===== src/rtl/clkout_gate_pkg.sv =====
package clkout_gate_pkg;

   // Output mode field from the register bank
   typedef enum logic [1:0] {
      OMODE_NORMAL = 2'b00,
      OMODE_RSVD   = 2'b01,
      OMODE_SPREAD = 2'b10,
      OMODE_HIZ    = 2'b11
   } omode_e;

   // Fixed outputs after the memory block: shared reference, second
   // reference, interrupt-controller reference, 48 MHz, 24 MHz
   localparam int MISC_CNT   = 5;
   localparam int MI_REF0    = 0;
   localparam int MI_REF1    = 1;
   localparam int MI_IOREF   = 2;
   localparam int MI_USB     = 3;
   localparam int MI_SIO     = 4;

endpackage


===== src/rtl/clkout_sync.sv =====
module clkout_sync #(
   parameter int STAGES = 2
) (
   input  logic clk,
   input  logic rst_n,
   input  logic d_i,
   output logic q_o
);

   if (STAGES < 2) begin : g_bad_stages
      $error("clkout_sync: STAGES must be at least 2");
   end

   logic [STAGES-1:0] shift_q;

   always_ff @(posedge clk or negedge rst_n) begin
      if (!rst_n) shift_q <= '0;
      else        shift_q <= {shift_q[STAGES-2:0], d_i};
   end

   assign q_o = shift_q[STAGES-1];

endmodule


===== src/rtl/clkout_gate_cell.sv =====
module clkout_gate_cell (
   input  logic clk,
   input  logic rst_n,
   input  logic src_i,
   input  logic stop_i,
   input  logic en_i,
   output logic q_o
);

   // Run state only moves while the source is low, so the output
   // never loses part of a high phase and never gains a runt.
   logic run_q;

   always_ff @(posedge clk or negedge rst_n) begin
      if (!rst_n) begin
         run_q <= 1'b0;
         q_o   <= 1'b0;
      end else begin
         q_o <= src_i & run_q;
         if (!src_i) run_q <= en_i & ~stop_i;
      end
   end

endmodule


===== src/rtl/clkout_gate.sv =====
module clkout_gate
   import clkout_gate_pkg::*;
#(
   parameter  int N_CPU       = 2,
   parameter  int N_PCI       = 6,
   parameter  int SDR_GRPS    = 3,
   parameter  int SDR_PER_GRP = 4,
   parameter  int SYNC_STAGES = 2,
   localparam int PCI_BASE    = N_CPU,
   localparam int SDRF_IDX    = PCI_BASE + N_PCI,
   localparam int SDR_BASE    = SDRF_IDX + 1,
   localparam int MISC_BASE   = SDR_BASE + SDR_GRPS * SDR_PER_GRP,
   localparam int NOUT        = MISC_BASE + MISC_CNT
) (
   input  logic                clk,
   input  logic                rst_n,
   input  logic                cpu_src_i,
   input  logic                pci_src_i,
   input  logic                sdr_src_i,
   input  logic                ref_src_i,
   input  logic                usb_src_i,
   input  logic                sio_src_i,
   input  logic                cpu_stop_n_i,
   input  logic                ref0_pin_i,
   input  logic                mode_strap_i,
   input  logic [1:0]          out_mode_i,
   input  logic [N_CPU-1:0]    cpu_en_i,
   input  logic [N_PCI-1:0]    pci_en_i,
   input  logic [SDR_GRPS-1:0] sdr_grp_en_i,
   input  logic [MISC_CNT-1:0] misc_en_i,
   output logic [NOUT-1:0]     clk_o,
   output logic [NOUT-1:0]     oe_o
);

   if (N_CPU < 2) begin : g_bad_cpu
      $error("clkout_gate: N_CPU needs one free and one stoppable output");
   end
   if (N_PCI < 2) begin : g_bad_pci
      $error("clkout_gate: N_PCI needs one free and one stoppable output");
   end
   if (SDR_GRPS < 1 || SDR_PER_GRP < 1) begin : g_bad_sdr
      $error("clkout_gate: memory group shape must be non-empty");
   end

   // Stop request synchronizers
   logic cpu_stop_s;
   logic pci_stop_s;
   logic pci_stop_raw;

   // The shared pad acts as a stop input only when the strap selects it
   assign pci_stop_raw = ~mode_strap_i & ~ref0_pin_i;

   clkout_sync #(.STAGES(SYNC_STAGES)) u_cpu_sync (
      .clk   (clk),
      .rst_n (rst_n),
      .d_i   (~cpu_stop_n_i),
      .q_o   (cpu_stop_s)
   );

   clkout_sync #(.STAGES(SYNC_STAGES)) u_pci_sync (
      .clk   (clk),
      .rst_n (rst_n),
      .d_i   (pci_stop_raw),
      .q_o   (pci_stop_s)
   );

   // Per-output source, enable and stop selection
   logic [NOUT-1:0] src_v;
   logic [NOUT-1:0] en_v;
   logic [NOUT-1:0] stop_v;

   always_comb begin
      src_v  = '0;
      en_v   = '0;
      stop_v = '0;
      for (int c = 0; c < N_CPU; c++) begin
         src_v[c]  = cpu_src_i;
         en_v[c]   = cpu_en_i[c];
         stop_v[c] = (c != 0) & cpu_stop_s;
      end
      for (int p = 0; p < N_PCI; p++) begin
         src_v[PCI_BASE+p]  = pci_src_i;
         en_v[PCI_BASE+p]   = pci_en_i[p];
         stop_v[PCI_BASE+p] = (p != 0) & pci_stop_s;
      end
      src_v[SDRF_IDX] = sdr_src_i;
      en_v[SDRF_IDX]  = 1'b1;
      for (int g = 0; g < SDR_GRPS; g++) begin
         for (int b = 0; b < SDR_PER_GRP; b++) begin
            src_v[SDR_BASE+g*SDR_PER_GRP+b] = sdr_src_i;
            en_v[SDR_BASE+g*SDR_PER_GRP+b]  = sdr_grp_en_i[g];
         end
      end
      src_v[MISC_BASE+MI_REF0]  = ref_src_i;
      src_v[MISC_BASE+MI_REF1]  = ref_src_i;
      src_v[MISC_BASE+MI_IOREF] = ref_src_i;
      src_v[MISC_BASE+MI_USB]   = usb_src_i;
      src_v[MISC_BASE+MI_SIO]   = sio_src_i;
      for (int m = 0; m < MISC_CNT; m++) begin
         en_v[MISC_BASE+m] = misc_en_i[m];
      end
      en_v[MISC_BASE+MI_REF0] = misc_en_i[MI_REF0] & mode_strap_i;
   end

   // One gate cell per output
   for (genvar k = 0; k < NOUT; k++) begin : g_out
      clkout_gate_cell u_cell (
         .clk    (clk),
         .rst_n  (rst_n),
         .src_i  (src_v[k]),
         .stop_i (stop_v[k]),
         .en_i   (en_v[k]),
         .q_o    (clk_o[k])
      );
   end

   // Pad drive enables, registered to line up with the clock values
   logic [NOUT-1:0] oe_q;
   logic            hiz;

   assign hiz = (omode_e'(out_mode_i) == OMODE_HIZ);

   always_ff @(posedge clk or negedge rst_n) begin
      if (!rst_n) begin
         oe_q <= '0;
      end else if (hiz) begin
         oe_q <= '0;
      end else begin
         oe_q                    <= '1;
         oe_q[MISC_BASE+MI_REF0] <= mode_strap_i;
      end
   end

   assign oe_o = oe_q;

endmodule


===== config.mk =====
export PLATFORM = sky130hd
export DESIGN_NAME = clkout_gate
export DESIGN_NICKNAME = d
export VERILOG_FILES = /design/src/rtl/clkout_gate_pkg.sv /design/src/rtl/clkout_sync.sv /design/src/rtl/clkout_gate_cell.sv /design/src/rtl/clkout_gate.sv
export SDC_FILE = /design/constraint.sdc
export NUM_CORES = 1
export LEC_CHECK = 0
export BUFFER_PORTS_ARGS = -buffer_cell sky130_fd_sc_hd__buf_2
export CORE_MARGIN = 8
export CORE_UTILIZATION = 49
export DETAILED_ROUTE_END_ITERATION = 8
export PLACE_DENSITY = 0.84
export SYNTH_ARGS = -nofsm -noshare
export SYNTH_HDL_FRONTEND = slang
export SYNTH_SLANG_ARGS = --single-unit

===== constraint.sdc =====
create_clock -name clk -period 2.16 [get_ports clk]
set_input_delay 0.216 -clock clk [delete_from_list [all_inputs] [get_ports clk]]
set_output_delay 0.216 -clock clk [all_outputs]
set_load 0.1 [all_outputs]

Word-level counts from Yosys, hierarchy flattened
Index checks and enable logic that the tools add are counted.

operators by class
  muxes and demuxes = 1
  bitwise operators = 30
  equality and inequality tests = 1

operators by type and width
  cell                                  count
  26-bit 2-to-1 mux                     1
  1-bit AND                             25
  1-bit inverter                        5
  2-bit == test, second input constant  1

word-level totals
  flip-flop bits (word level) = 64
  output and inout bits = 52
  word-level logic and storage cells = 69
  input bits = 29

Depth between registers and ports, before layout
Gate-level depths: netlist (run 1).

  depth after elaboration = 2
  mapped depth = 2
  mapped depth without buffers = 2

Modules after synthesis
A second synthesis (run 1) with hierarchy kept.

second synthesis, totals
  cells, all modules = 167
  area, all modules = 2254.7 µm²

modules (own cells, without submodules)
  module            times used  cells an instance  area an instance (µm²)  seq. area each (µm²)
  clkout_gate_cell  26          5                  72.6                    50.0
  clkout_gate       1           33                 267.8                   50.0
  clkout_sync       2           2                  50.0                    50.0

Worst setup path after synthesis (run 1)
OpenSTA, ideal clock, no wires.

  kind = reg2out
  from = register oe_o[24] (netlist name)
  to = output oe_o[10]
  cell stages (with the launch flop) = 2
  arrival = 1.706 ns
  path buffers = 1
  setup slack = 0.238 ns
  data required time = 1.944 ns
  cell sequence = dfrtp_1 buf_4

RTL lines
  element        line               RTL
  end, declared  clkout_gate.sv:32  output logic [NOUT-1:0] oe_o

==> qor.json, run 1 <==
{
  "route": {
    "routed-via-count": 931,
    "routed_via_density": 4.27,
    "totalWireLength_um": 2890,
    "drtIter0Drc": 34,
    "drcViolationCount": 0,
    "detail_route.wl_per_cell_um": 13.3,
    "detailedRoute.firstPassIterationCount": 2,
    "number_of_antenna_violating_nets_in_the_routed_design": 0
  },
  "critical_path": {
    "cp_cell_sequence": "buf_2",
    "critical_path.endpoint_type": "output pin",
    "rr_endpoint": "g_out[1].u_cell.run_q",
    "timing_worst_setup_path_type": "flip-flop to output pin",
    "regToRegStartpoint": "g_out[1].u_cell.run_q",
    "path_delay_family": "flip-flops",
    "depth_of_the_worst_register_to_register_path": 2,
    "critPathMaxFanout": 25,
    "data_required_time_of_the_critical_path_ps": 1940,
    "start_kind": "flip-flop",
    "timing.critical_path.buf_inv": 1,
    "critical_path.slowest_cell": "sky130_fd_sc_hd__dfrtp_1",
    "critical_path_arrival_ps": 1510,
    "crit_path_max_incr_delay_ps": 650,
    "cp_num_cells": 1,
    "r2r_setup_slk_ps": 1310
  },
  "grt": {
    "grtUsageMet2": 0.180,
    "grt_pass1_wl_um": 4490,
    "grt_pass1_vias": 1044,
    "grt.busiest_layer": "met2",
    "globalRouteMet3Util": 0.0593,
    "gr-usage-met1": 0.104,
    "groute.usage.overall": 0.109,
    "grt-ovfl-total": 0,
    "antenna_violations_before_repair": 0,
    "largest_net_degree_at_the_start_of_global_routing": 41
  },
  "yosys": {
    "synth_warnings": 0,
    "seq_total_area_yosys": 0.596,
    "top_cell_type_s_share_of_synthesized_area": 0.596,
    "post_synth_main_area_contributors": "sky130_fd_sc_hd__dfrtp_1, sky130_fd_sc_hd__buf_4, sky130_fd_sc_hd__and2_1, sky130_fd_sc_hd__mux2_1, sky130_fd_sc_hd__a21o_1",
    "netlist_instances": 131,
    "synthesis.area_mm2": 0.00168,
    "yosys.cell_types.count": 14,
    "yosys.area.top_type": "sky130_fd_sc_hd__dfrtp_1",
    "postSynthRegisterBits": 40,
    "syn-num-nets": 160,
    "avgSynthCellArea_um2": 12.8
  },
  "min_path": {
    "min-delay-path-class": "primary input to flip-flop",
    "timing.hold.worst_path_depth": 2,
    "hold-path-endpoint": "u_pci_sync.shift_q[0]",
    "worstHoldStart": "mode_strap_i"
  },
  "timing": {
    "grt_setup_unrepaired": "no",
    "setup_tns_ps": 0,
    "achievable-frequency_ghz": 0.581,
    "slew_viol_final": 0,
    "setup_slack_ps": 438,
    "tightestPinTransition_ps": 853,
    "finalCritPeriodShare": 0.797,
    "setup_viol": 0,
    "relSlewSlack": 0.431,
    "final.min_clock_period_ps": 1720,
    "finalHoldViolations": 0,
    "clock-skew-final_ps": 9.93
  },
  "layout": {
    "fillCellCount": 312,
    "num_antenna_cells": 0,
    "finish.cell_count_without_fillers": 218,
    "fin_nets": 200,
    "register_area_mm2": 0.00100,
    "multiInputGateArea_um2": 299,
    "fraction_of_layout_instances_using_a_drive_strength_above_1": 0.512,
    "area_growth_pct": 10.2
  },
  "placement": {
    "placement.setup.worst_slack_ps": 776,
    "gp_routability_congestion": 0.736,
    "count_of_port_buffers_added_during_placement": 80,
    "post_placement_cell_count": 207,
    "post-dp-hpwl_um": 2250
  },
  "floorplan": {
    "ioPinCount": 81,
    "std_cell_rows": 21,
    "core-area_mm2": 0.00331,
    "die_width_um": 74.5,
    "floorplan.die_area_mm2": 0.00556,
    "start_util": 0.507,
    "floorplan.die.height_um": 74.5
  },
  "power": {
    "pwr-share-comb": 0.334,
    "net-switching-power_uw": 759,
    "internal_pwr_total_uw": 1050,
    "cellPowerDensity_mw_per_mm2": 980,
    "total_leakage_power_uw": 0.00101,
    "seq_power_share": 0.455,
    "pwr-share-clk": 0.210,
    "worst_ir_drop_vdd_mv": 0.521,
    "power_switching_share": 0.418
  },
  "clocking": {
    "cts.root.buffer_cell": "sky130_fd_sc_hd__clkbuf_4",
    "cts_buffer_depth": 2,
    "cts_made_buffers": 5,
    "clock_sinks": 40,
    "clk_pin_slew_ps": 110,
    "ctsResizeCount": 0,
    "clock_tree_from_tritoncts": "done",
    "worst_skew_pair.late_latency_ps": 330,
    "cts_max_level": 2,
    "cts_setup_buffers": 0
  },
  "run_status": {
    "status": "finished clean"
  },
  "run": {
    "maxCapViolations": 0
  }
}
-- layer usage --
metal / share of wire / vias up
met5: 0 / -
met4: 0.016 / 0
met3: 0.14 / 7
met2: 0.49 / 55
met1: 0.35 / 426
li1: - / 443
-- cell families after synthesis --
family,count (synthesis),share of synthesized area
buffers and inverters,51,0.226
DFF,40,0.596
and+or+nand+nor,25,0.0909
muxes,9,0.0604
AOI/OAI and AO/OA,6,0.0268
-- metrics by stage --
step | util | hold WS, ps | cell area [um^2] | total power [uW]
5_1_grt | 0.559 | 31.3 | 1850 | 1900
6_report | 0.559 | 58.2 | 1850 | 1810
2_1_floorplan | - | -79.6 | 1680 | 1420
4_1_cts | 0.559 | 33.2 | 1850 | 1840
3_5_place_dp | 0.532 | 337 | 1760 | 1450
3_3_place_gp | 0.532 | 335 | 1760 | 1440
-- worst max path at each step --
stage          startpoint       end  slack [ps]
2_1_floorplan    oe_o[24]  oe_o[10]         240
3_3_place_gp     oe_o[24]  oe_o[15]         830
3_5_place_dp     oe_o[24]  oe_o[19]         780
4_1_cts          oe_o[24]  oe_o[19]         380
5_1_grt          oe_o[24]  oe_o[15]         250
6_report         oe_o[24]  oe_o[15]         440
-- synth_stat cells, drive strengths merged --
cell type / count
mux2: 9
dfrtp: 40
a21o: 5
or2: 1
inv: 1
nand2b: 1
buf: 50
nor3b: 1
o21bai: 1
nor2: 2
and2: 18
nand2: 2
-- sequential cells by signal (all words and copies together) (netlist names) --
register            count
u_cpu_sync.shift_q      2
g_out.u_cell.q_o       17
u_pci_sync.shift_q      2
g_out.u_cell.run_q     17
oe_o                    2
-- power by group through the flow --
stage | Combinational, uW | Clock (uW) | Sequential (uW)
global route | 627 | 437 | 833
global placement | 603 | 0 | 837
floorplan | 562 | 0 | 853
detailed placement | 608 | 0 | 841
CTS | 613 | 400 | 826
finish | 606 | 382 | 825
-- timing repair --
action	4_1_cts	5_1_grt
hold buffers	3	0
endpoints found under the setup margin	0	0
hold endpoints to repair	12	0
-- layout by cell type (no fill, tap or decap) --
master	count
sky130_fd_sc_hd__a21o_1	5
sky130_fd_sc_hd__and2_1	17
sky130_fd_sc_hd__and2_4	1
sky130_fd_sc_hd__buf_2	80
sky130_fd_sc_hd__clkbuf_1	2
sky130_fd_sc_hd__clkbuf_4	5
sky130_fd_sc_hd__clkbuf_8	1
sky130_fd_sc_hd__dfrtp_1	40
sky130_fd_sc_hd__dlygate4sd3_1	3
sky130_fd_sc_hd__inv_1	1
sky130_fd_sc_hd__mux2_1	9
sky130_fd_sc_hd__nand2_1	2
sky130_fd_sc_hd__nand2b_1	1
sky130_fd_sc_hd__nor2_1	1
sky130_fd_sc_hd__nor2_2	1
sky130_fd_sc_hd__nor3b_1	1
sky130_fd_sc_hd__o21bai_1	1
sky130_fd_sc_hd__or2_1	1
-- layout make-up --
type	instances	area share
well taps	46	0.0311
repair buffers	83	0.233
clock buffers	8	0.0318
flip-flops and latches	40	0.541
inverters	1	0.00203
multi-input cells	40	0.162
Note: power is estimated with default switching activity, not from simulation.
==> inputs of run 2 (changes only) <==
- CORE_UTILIZATION: 49 -> 41
- PLACE_DENSITY: 0.84 -> 0.75
- clock period: 2.16 -> 1.5 ns (I/O delays scaled with it)
==> qor.json, run 2 (same netlist as run 1, synthesis figures left out) <==
{
  "run_status": {
    "status": "finished clean"
  },
  "floorplan": {
    "die_width": {"value": 80.0, "unit": "um", "change": "+7.3%"},
    "std_cell_rows": {"value": 23, "change": "+9.5%"},
    "core-area": {"value": 0.00397, "unit": "mm^2", "change": "+20%"},
    "start_util": {"value": 0.423, "change": "-0.0844"},
    "floorplan.die_area": {"value": 0.00640, "unit": "mm^2", "change": "+15%"},
    "floorplan.die.height": {"value": 80.0, "unit": "um", "change": "+7.3%"},
    "ioPinCount": {"value": 81, "change": "unchanged"}
  },
  "clocking": {
    "clock_tree_from_tritoncts": "done",
    "cts_buffer_depth": {"value": 2, "change": "unchanged"},
    "cts_setup_buffers": {"value": 0, "change": "unchanged"},
    "cts.root.buffer_cell": "sky130_fd_sc_hd__clkbuf_8",
    "clk_pin_slew": {"value": 70, "unit": "ps", "change": "-40 ps"},
    "clock_sinks": {"value": 40, "change": "unchanged"},
    "worst_skew_pair.late_latency": {"value": 280, "unit": "ps", "change": "-50 ps"},
    "cts_max_level": {"value": 2, "change": "unchanged"},
    "cts_made_buffers": {"value": 5, "change": "unchanged"}
  },
  "power": {
    "totalPowerFinal": {"value": 2770, "unit": "uW", "change": "+53%"},
    "cellPowerDensity": {"value": 1460, "unit": "mW/mm^2", "change": "+49%"},
    "worst_ir_drop_vdd": {"value": 0.642, "unit": "mV", "change": "+23%"},
    "total_leakage_power": {"value": 0.00103, "unit": "uW", "change": "+1.9%"}
  },
  "critical_path": {
    "depth_of_the_worst_register_to_register_path": {"value": 2, "change": "unchanged"},
    "timing_worst_setup_path_type": "flip-flop to output pin",
    "r2r_setup_slk": {"value": 660, "unit": "ps", "change": "-650 ps"},
    "critical_path.endpoint_type": "output pin",
    "start_kind": "flip-flop",
    "timing.critical_path.buf_inv": {"value": 1, "change": "unchanged"},
    "regToRegStartpoint": "g_out[1].u_cell.run_q",
    "cp_cell_sequence": "buf_2",
    "critical_path.slowest_cell": "sky130_fd_sc_hd__dfrtp_2",
    "path_delay_family": "flip-flops",
    "data_required_time_of_the_critical_path": {"value": 1350, "unit": "ps", "change": "-590 ps"},
    "critical_path_arrival": {"value": 1290, "unit": "ps", "change": "-220 ps"},
    "crit_path_max_incr_delay": {"value": 520, "unit": "ps", "change": "-130 ps"},
    "critPathMaxFanout": {"value": 25, "change": "unchanged"},
    "rr_endpoint": "g_out[1].u_cell.run_q"
  },
  "min_path": {
    "worstHoldStart": "ref0_pin_i",
    "min-delay-path-class": "primary input to flip-flop",
    "timing.hold.worst_path_depth": {"value": 2, "change": "unchanged"},
    "hold-path-endpoint": "u_pci_sync.shift_q[0]"
  },
  "timing": {
    "finalCritPeriodShare": 0.958,
    "relSlewSlack": {"value": 0.669, "change": "+0.238"},
    "slew_viol_final": {"value": 0, "change": "unchanged"},
    "tightestPinTransition": {"value": 500, "unit": "ps", "change": "-353 ps"},
    "setup_viol": {"value": 0, "change": "unchanged"},
    "finalHoldViolations": {"value": 0, "change": "unchanged"},
    "achievable-frequency_ghz": 0.696,
    "final.min_clock_period_ps": 1440,
    "hold-worst-slack": {"value": 14.6, "unit": "ps", "change": "-43.6 ps"},
    "grt_setup_unrepaired": "yes",
    "clock-skew-final": {"value": 3.43, "unit": "ps", "change": "-6.50 ps"}
  },
  "grt": {
    "globalRouteMet3Util": {"value": 0.0529, "change": "-0.00637"},
    "grtUsageMet2": {"value": 0.130, "change": "-0.0499"},
    "antenna_violations_before_repair": {"value": 0, "change": "unchanged"},
    "grt-ovfl-total": {"value": 0, "change": "unchanged"},
    "grt_pass1_vias": {"value": 930, "change": "-11%"},
    "groute.usage.overall": {"value": 0.0856, "change": "-0.0231"},
    "gr-usage-met1": {"value": 0.0864, "change": "-0.0172"},
    "largest_net_degree_at_the_start_of_global_routing": {"value": 41, "change": "unchanged"},
    "grt.busiest_layer": "met2",
    "grt_pass1_wl": {"value": 4190, "unit": "um", "change": "-6.7%"}
  },
  "route": {
    "routed-via-count": {"value": 896, "change": "-3.8%"},
    "totalWireLength": {"value": 2700, "unit": "um", "change": "-6.4%"},
    "number_of_antenna_violating_nets_in_the_routed_design": {"value": 0, "change": "unchanged"},
    "routed_via_density": {"value": 4.04, "change": "-5.5%"},
    "detailedRoute.firstPassIterationCount": {"value": 4, "change": "+2"},
    "drtIter0Drc": {"value": 24, "change": "-29%"},
    "detail_route.wl_per_cell": {"value": 12.2, "unit": "um", "change": "-8.1%"},
    "drcViolationCount": {"value": 0, "change": "unchanged"}
  },
  "placement": {
    "post_placement_cell_count": {"value": 212, "change": "+2.4%"},
    "gp_routability_congestion": {"value": 0.658, "change": "-11%"},
    "count_of_port_buffers_added_during_placement": {"value": 80, "change": "unchanged"},
    "post-dp-hpwl": {"value": 2150, "unit": "um", "change": "-4.7%"},
    "dpl_cell_area": {"value": 0.00179, "unit": "mm^2", "change": "+1.5%"}
  },
  "layout": {
    "fin_nets": {"value": 200, "change": "unchanged"},
    "num_antenna_cells": {"value": 0, "change": "unchanged"},
    "finish.instance_area": {"value": 0.00190, "unit": "mm^2", "change": "+2.7%"},
    "finish.cell_count_without_fillers": {"value": 222, "change": "+1.8%"},
    "area_growth_pct": 13.2,
    "fin_util": {"value": 0.479, "change": "-0.0804"},
    "layout_common_cells": "sky130_fd_sc_hd__buf_2, sky130_fd_sc_hd__dfrtp_1, sky130_fd_sc_hd__and2_1",
    "final_common_cell": "sky130_fd_sc_hd__buf_2",
    "fraction_of_layout_instances_using_a_drive_strength_above_1": {"value": 0.523, "change": "+0.0116"},
    "largest_registers": "g_out.u_cell.q_o x17, g_out.u_cell.run_q x17"
  },
  "run": {
    "maxCapViolations": {"value": 0, "change": "unchanged"}
  }
}
run 2: final cells by class:
class	instances	area [um^2]
multi-input cells	40	299
clock buffers	8	90.1
flip-flops and latches	40	1000
repair buffers	83	443
well taps	50	62.6
inverters	1	3.75
fillers	370	2070
run 2: worst max path at each step:
stage	startpoint	endpoint	slack, ps	cells after the start
after floorplan	oe_o[24]	oe_o[10]	90	1
after global placement	oe_o[24]	oe_o[5]	370	1
after detailed placement	oe_o[24]	oe_o[2]	350	1
after CTS	oe_o[24]	oe_o[2]	30	1
after global routing	oe_o[24]	oe_o[23]	-70	1
final	oe_o[24]	oe_o[2]	60	1
run 2: report_power, final:
part / switching [uW] / internal [uW]
Combinational: 742 / 135
Sequential: 29.8 / 1160
Clock: 328 / 375
run 2: timing repair:
item,in CTS,in global routing
resized for setup,0,1
endpoints found under the setup margin,0,25
hold buffers,2,0
hold endpoints to repair,41,0
run 2: per-layer routing:
metal | share of wire | vias to the layer above
li1 | - | 442
met1 | 0.37 | 395
met2 | 0.44 | 54
met3 | 0.17 | 5
met4 | 0.018 | 0
met5 | 0 | -
run 2: per-stage QoR:
stage,setup slack [ps],setup TNS (ps)
CTS,34.9,0
finish,63.5,0
global route,-68.5,-1460
floorplan,94.2,0
global placement,374,0
detailed placement,349,0
run 2: worst reg2reg max path, delay by kind of cell, from the launching register on:
kind             cells  cell delay (ps)
AND/OR/NAND/NOR      2              360
flip-flops           1              370
==> inputs of run 3 (changes only) <==
- CORE_ASPECT_RATIO: unset -> 1.75
==> qor.json, run 3 (same netlist as run 1, synthesis figures left out) <==
{
  "run_status": {
    "status": "finished clean"
  },
  "critical_path": {
    "start_kind": "flip-flop",
    "r2r_setup_slk": {"value": 660, "unit": "ps", "change": "about the same"},
    "data_required_time_of_the_critical_path": {"value": 1350, "unit": "ps", "change": "about the same"},
    "regToRegStartpoint": "g_out[1].u_cell.run_q",
    "path_delay_family": "flip-flops",
    "crit_path_max_incr_delay": {"value": 520, "unit": "ps", "change": "about the same"},
    "critPathMaxFanout": {"value": 25, "change": "unchanged"},
    "cp_cell_sequence": "buf_2",
    "timing.critical_path.buf_inv": {"value": 1, "change": "unchanged"},
    "depth_of_the_worst_register_to_register_path": {"value": 2, "change": "unchanged"},
    "timing_worst_setup_path_type": "flip-flop to output pin",
    "cp_num_cells": {"value": 1, "change": "unchanged"},
    "rr_endpoint": "g_out[1].u_cell.run_q",
    "critical_path.endpoint_type": "output pin",
    "critical_path.slowest_cell": "sky130_fd_sc_hd__dfrtp_2",
    "critical_path_arrival": {"value": 1290, "unit": "ps", "change": "about the same"}
  },
  "grt": {
    "grt_pass1_wl": {"value": 4460, "unit": "um", "change": "+6.6%"},
    "grt_pass1_vias": {"value": 974, "change": "+4.7%"},
    "groute.usage.overall": {"value": 0.0875, "change": "+0.00195"},
    "antenna_violations_before_repair": {"value": 0, "change": "unchanged"},
    "largest_net_degree_at_the_start_of_global_routing": {"value": 26, "change": "-37%"},
    "grt-ovfl-total": {"value": 0, "change": "unchanged"}
  },
  "floorplan": {
    "std_cell_rows": {"value": 31, "change": "+35%"},
    "start_util": {"value": 0.416, "change": "-0.00656"},
    "die_width": {"value": 64.4, "unit": "um", "change": "-20%"},
    "ioPinCount": {"value": 81, "change": "unchanged"},
    "core-area": {"value": 0.00403, "unit": "mm^2", "change": "+1.6%"},
    "floorplan.die_area": {"value": 0.00648, "unit": "mm^2", "change": "+1.3%"},
    "floorplan.die.height": {"value": 101, "unit": "um", "change": "+26%"}
  },
  "layout": {
    "fin_nets": {"value": 201, "change": "+0.50%"},
    "fillCellCount": {"value": 381, "change": "+3.0%"},
    "num_antenna_cells": {"value": 0, "change": "unchanged"},
    "final_common_cell": "sky130_fd_sc_hd__buf_2",
    "register_area": {"value": 0.00100, "unit": "mm^2", "change": "unchanged"},
    "finish.instance_area": {"value": 0.00193, "unit": "mm^2", "change": "+1.6%"},
    "largest_registers": "g_out.u_cell.q_o x17, g_out.u_cell.run_q x17",
    "area_growth_pct": 15.0,
    "fraction_of_layout_instances_using_a_drive_strength_above_1": {"value": 0.532, "change": "+0.00854"},
    "layout_common_cells": "sky130_fd_sc_hd__buf_2, sky130_fd_sc_hd__dfrtp_1, sky130_fd_sc_hd__and2_1",
    "fin_util": {"value": 0.479, "change": "about the same"},
    "multiInputGateArea": {"value": 299, "unit": "um^2", "change": "unchanged"}
  },
  "timing": {
    "finalHoldViolations": {"value": 0, "change": "unchanged"},
    "tightestPinTransition": {"value": 501, "unit": "ps", "change": "+0.751 ps"},
    "relSlewSlack": {"value": 0.668, "change": "about the same"},
    "clock-skew-final": {"value": 6.44, "unit": "ps", "change": "+3.01 ps"},
    "grt_setup_unrepaired": "yes",
    "setup_slack": {"value": 63.2, "unit": "ps", "change": "-0.290 ps"},
    "achievable-frequency": {"value": 0.696, "unit": "GHz", "change": "about the same"},
    "slew_viol_final": {"value": 0, "change": "unchanged"},
    "setup_viol": {"value": 0, "change": "unchanged"},
    "final.min_clock_period": {"value": 1440, "unit": "ps", "change": "+0.290 ps"},
    "finalCritPeriodShare": {"value": 0.958, "change": "about the same"}
  },
  "power": {
    "cellPowerDensity": {"value": 1550, "unit": "mW/mm^2", "change": "+6.8%"},
    "worst_ir_drop_vdd": {"value": 0.699, "unit": "mV", "change": "+8.8%"},
    "total_leakage_power": {"value": 0.00105, "unit": "uW", "change": "+1.7%"}
  },
  "route": {
    "totalWireLength": {"value": 2820, "unit": "um", "change": "+4.1%"},
    "routed-via-count": {"value": 938, "change": "+4.7%"},
    "routed_via_density": {"value": 4.23, "change": "+4.7%"},
    "number_of_antenna_violating_nets_in_the_routed_design": {"value": 0, "change": "unchanged"},
    "detail_route.wl_per_cell": {"value": 12.7, "unit": "um", "change": "+4.1%"},
    "detailedRoute.firstPassIterationCount": {"value": 2, "change": "-2"},
    "drtIter0Drc": {"value": 18, "change": "-25%"},
    "drcViolationCount": {"value": 0, "change": "unchanged"}
  },
  "clocking": {
    "cts_max_level": {"value": 2, "change": "unchanged"},
    "cts.root.buffer_cell": "sky130_fd_sc_hd__clkbuf_8",
    "clk_pin_slew": {"value": 70, "unit": "ps", "change": "about the same"},
    "cts_buffer_depth": {"value": 2, "change": "unchanged"},
    "clock_sinks": {"value": 40, "change": "unchanged"},
    "cts_made_buffers": {"value": 5, "change": "unchanged"},
    "worst_skew_pair.late_latency": {"value": 280, "unit": "ps", "change": "about the same"},
    "cts_setup_buffers": {"value": 0, "change": "unchanged"},
    "clock_tree_from_tritoncts": "done",
    "ctsResizeCount": {"value": 0, "change": "unchanged"}
  },
  "min_path": {
    "timing.hold.worst_path_depth": {"value": 2, "change": "unchanged"},
    "worstHoldStart": "mode_strap_i",
    "hold-path-endpoint": "u_pci_sync.shift_q[0]",
    "min-delay-path-class": "primary input to flip-flop"
  },
  "placement": {
    "placement.setup.worst_slack": {"value": 343, "unit": "ps", "change": "-5.92 ps"},
    "gp_routability_congestion": {"value": 0.669, "change": "+1.8%"},
    "count_of_port_buffers_added_during_placement": {"value": 80, "change": "unchanged"},
    "dpl_cell_area": {"value": 0.00177, "unit": "mm^2", "change": "-0.77%"}
  },
  "run": {
    "maxCapViolations": {"value": 0, "change": "unchanged"}
  }
}
run 3: cell count changes in the layout (fill, tap and decap cells not counted), sizes merged:
cell and change:
clkbuf -2, bufinv +1, dlygate4sd3 +1, buf +1
run 3: layer usage:
metal,up-vias,GRT usage,part of all wire,wire length (um)
li1,442,-,-,-
met1,434,0.0821,0.33,926
met3,7,0.0490,0.14,388
met2,55,0.145,0.51,1430
met4,0,0.0507,0.026,73
met5,-,0,0,0
run 3: worst max-delay path by stage:
stage / start / endpoint / slack, ps
finish: oe_o[24] / oe_o[14] / 60
floorplan: oe_o[24] / oe_o[10] / 90
CTS: oe_o[24] / oe_o[14] / 30
global placement: oe_o[24] / oe_o[14] / 380
global route: oe_o[24] / oe_o[9] / -30
detailed placement: oe_o[24] / oe_o[14] / 340
run 3: report_power, final:
group          leakage [uW]  switching [uW]  total [uW]  internal, uW
Sequential         0.000495            31.0        1190          1160
Combinational      0.000487             742         874           132
Clock             0.0000645             352         939           587
run 3: cell type report:
cell class | instances | share of cell area
clock buffer | 7 | 0.0499
timing repair buffer | 84 | 0.227
tap | 49 | 0.0318
inverter | 1 | 0.00194
multi-input combinational | 40 | 0.155
sequential | 40 | 0.519
clock inverter | 1 | 0.0156
run 3: per-stage QoR:
| stage | std cells | hold slack (ps) | total power (uW) | TNS, ps |
|---|---|---|---|---|
| detailed placement | 211 | 77.0 | 2090 | 0 |
| global placement | 211 | 71.8 | 2080 | 0 |
| CTS | 222 | 36.3 | 3040 | 0 |
| floorplan | 131 | -146 | 2040 | 0 |
| global route | 222 | 45.8 | 3120 | -473 |
| finish | 222 | 45.1 | 3000 | 0 |
run 3: timing repair:
item	in CTS	in global routing
endpoints found under the setup margin	0	25
hold buffers	3	0
hold endpoints to repair	17	0
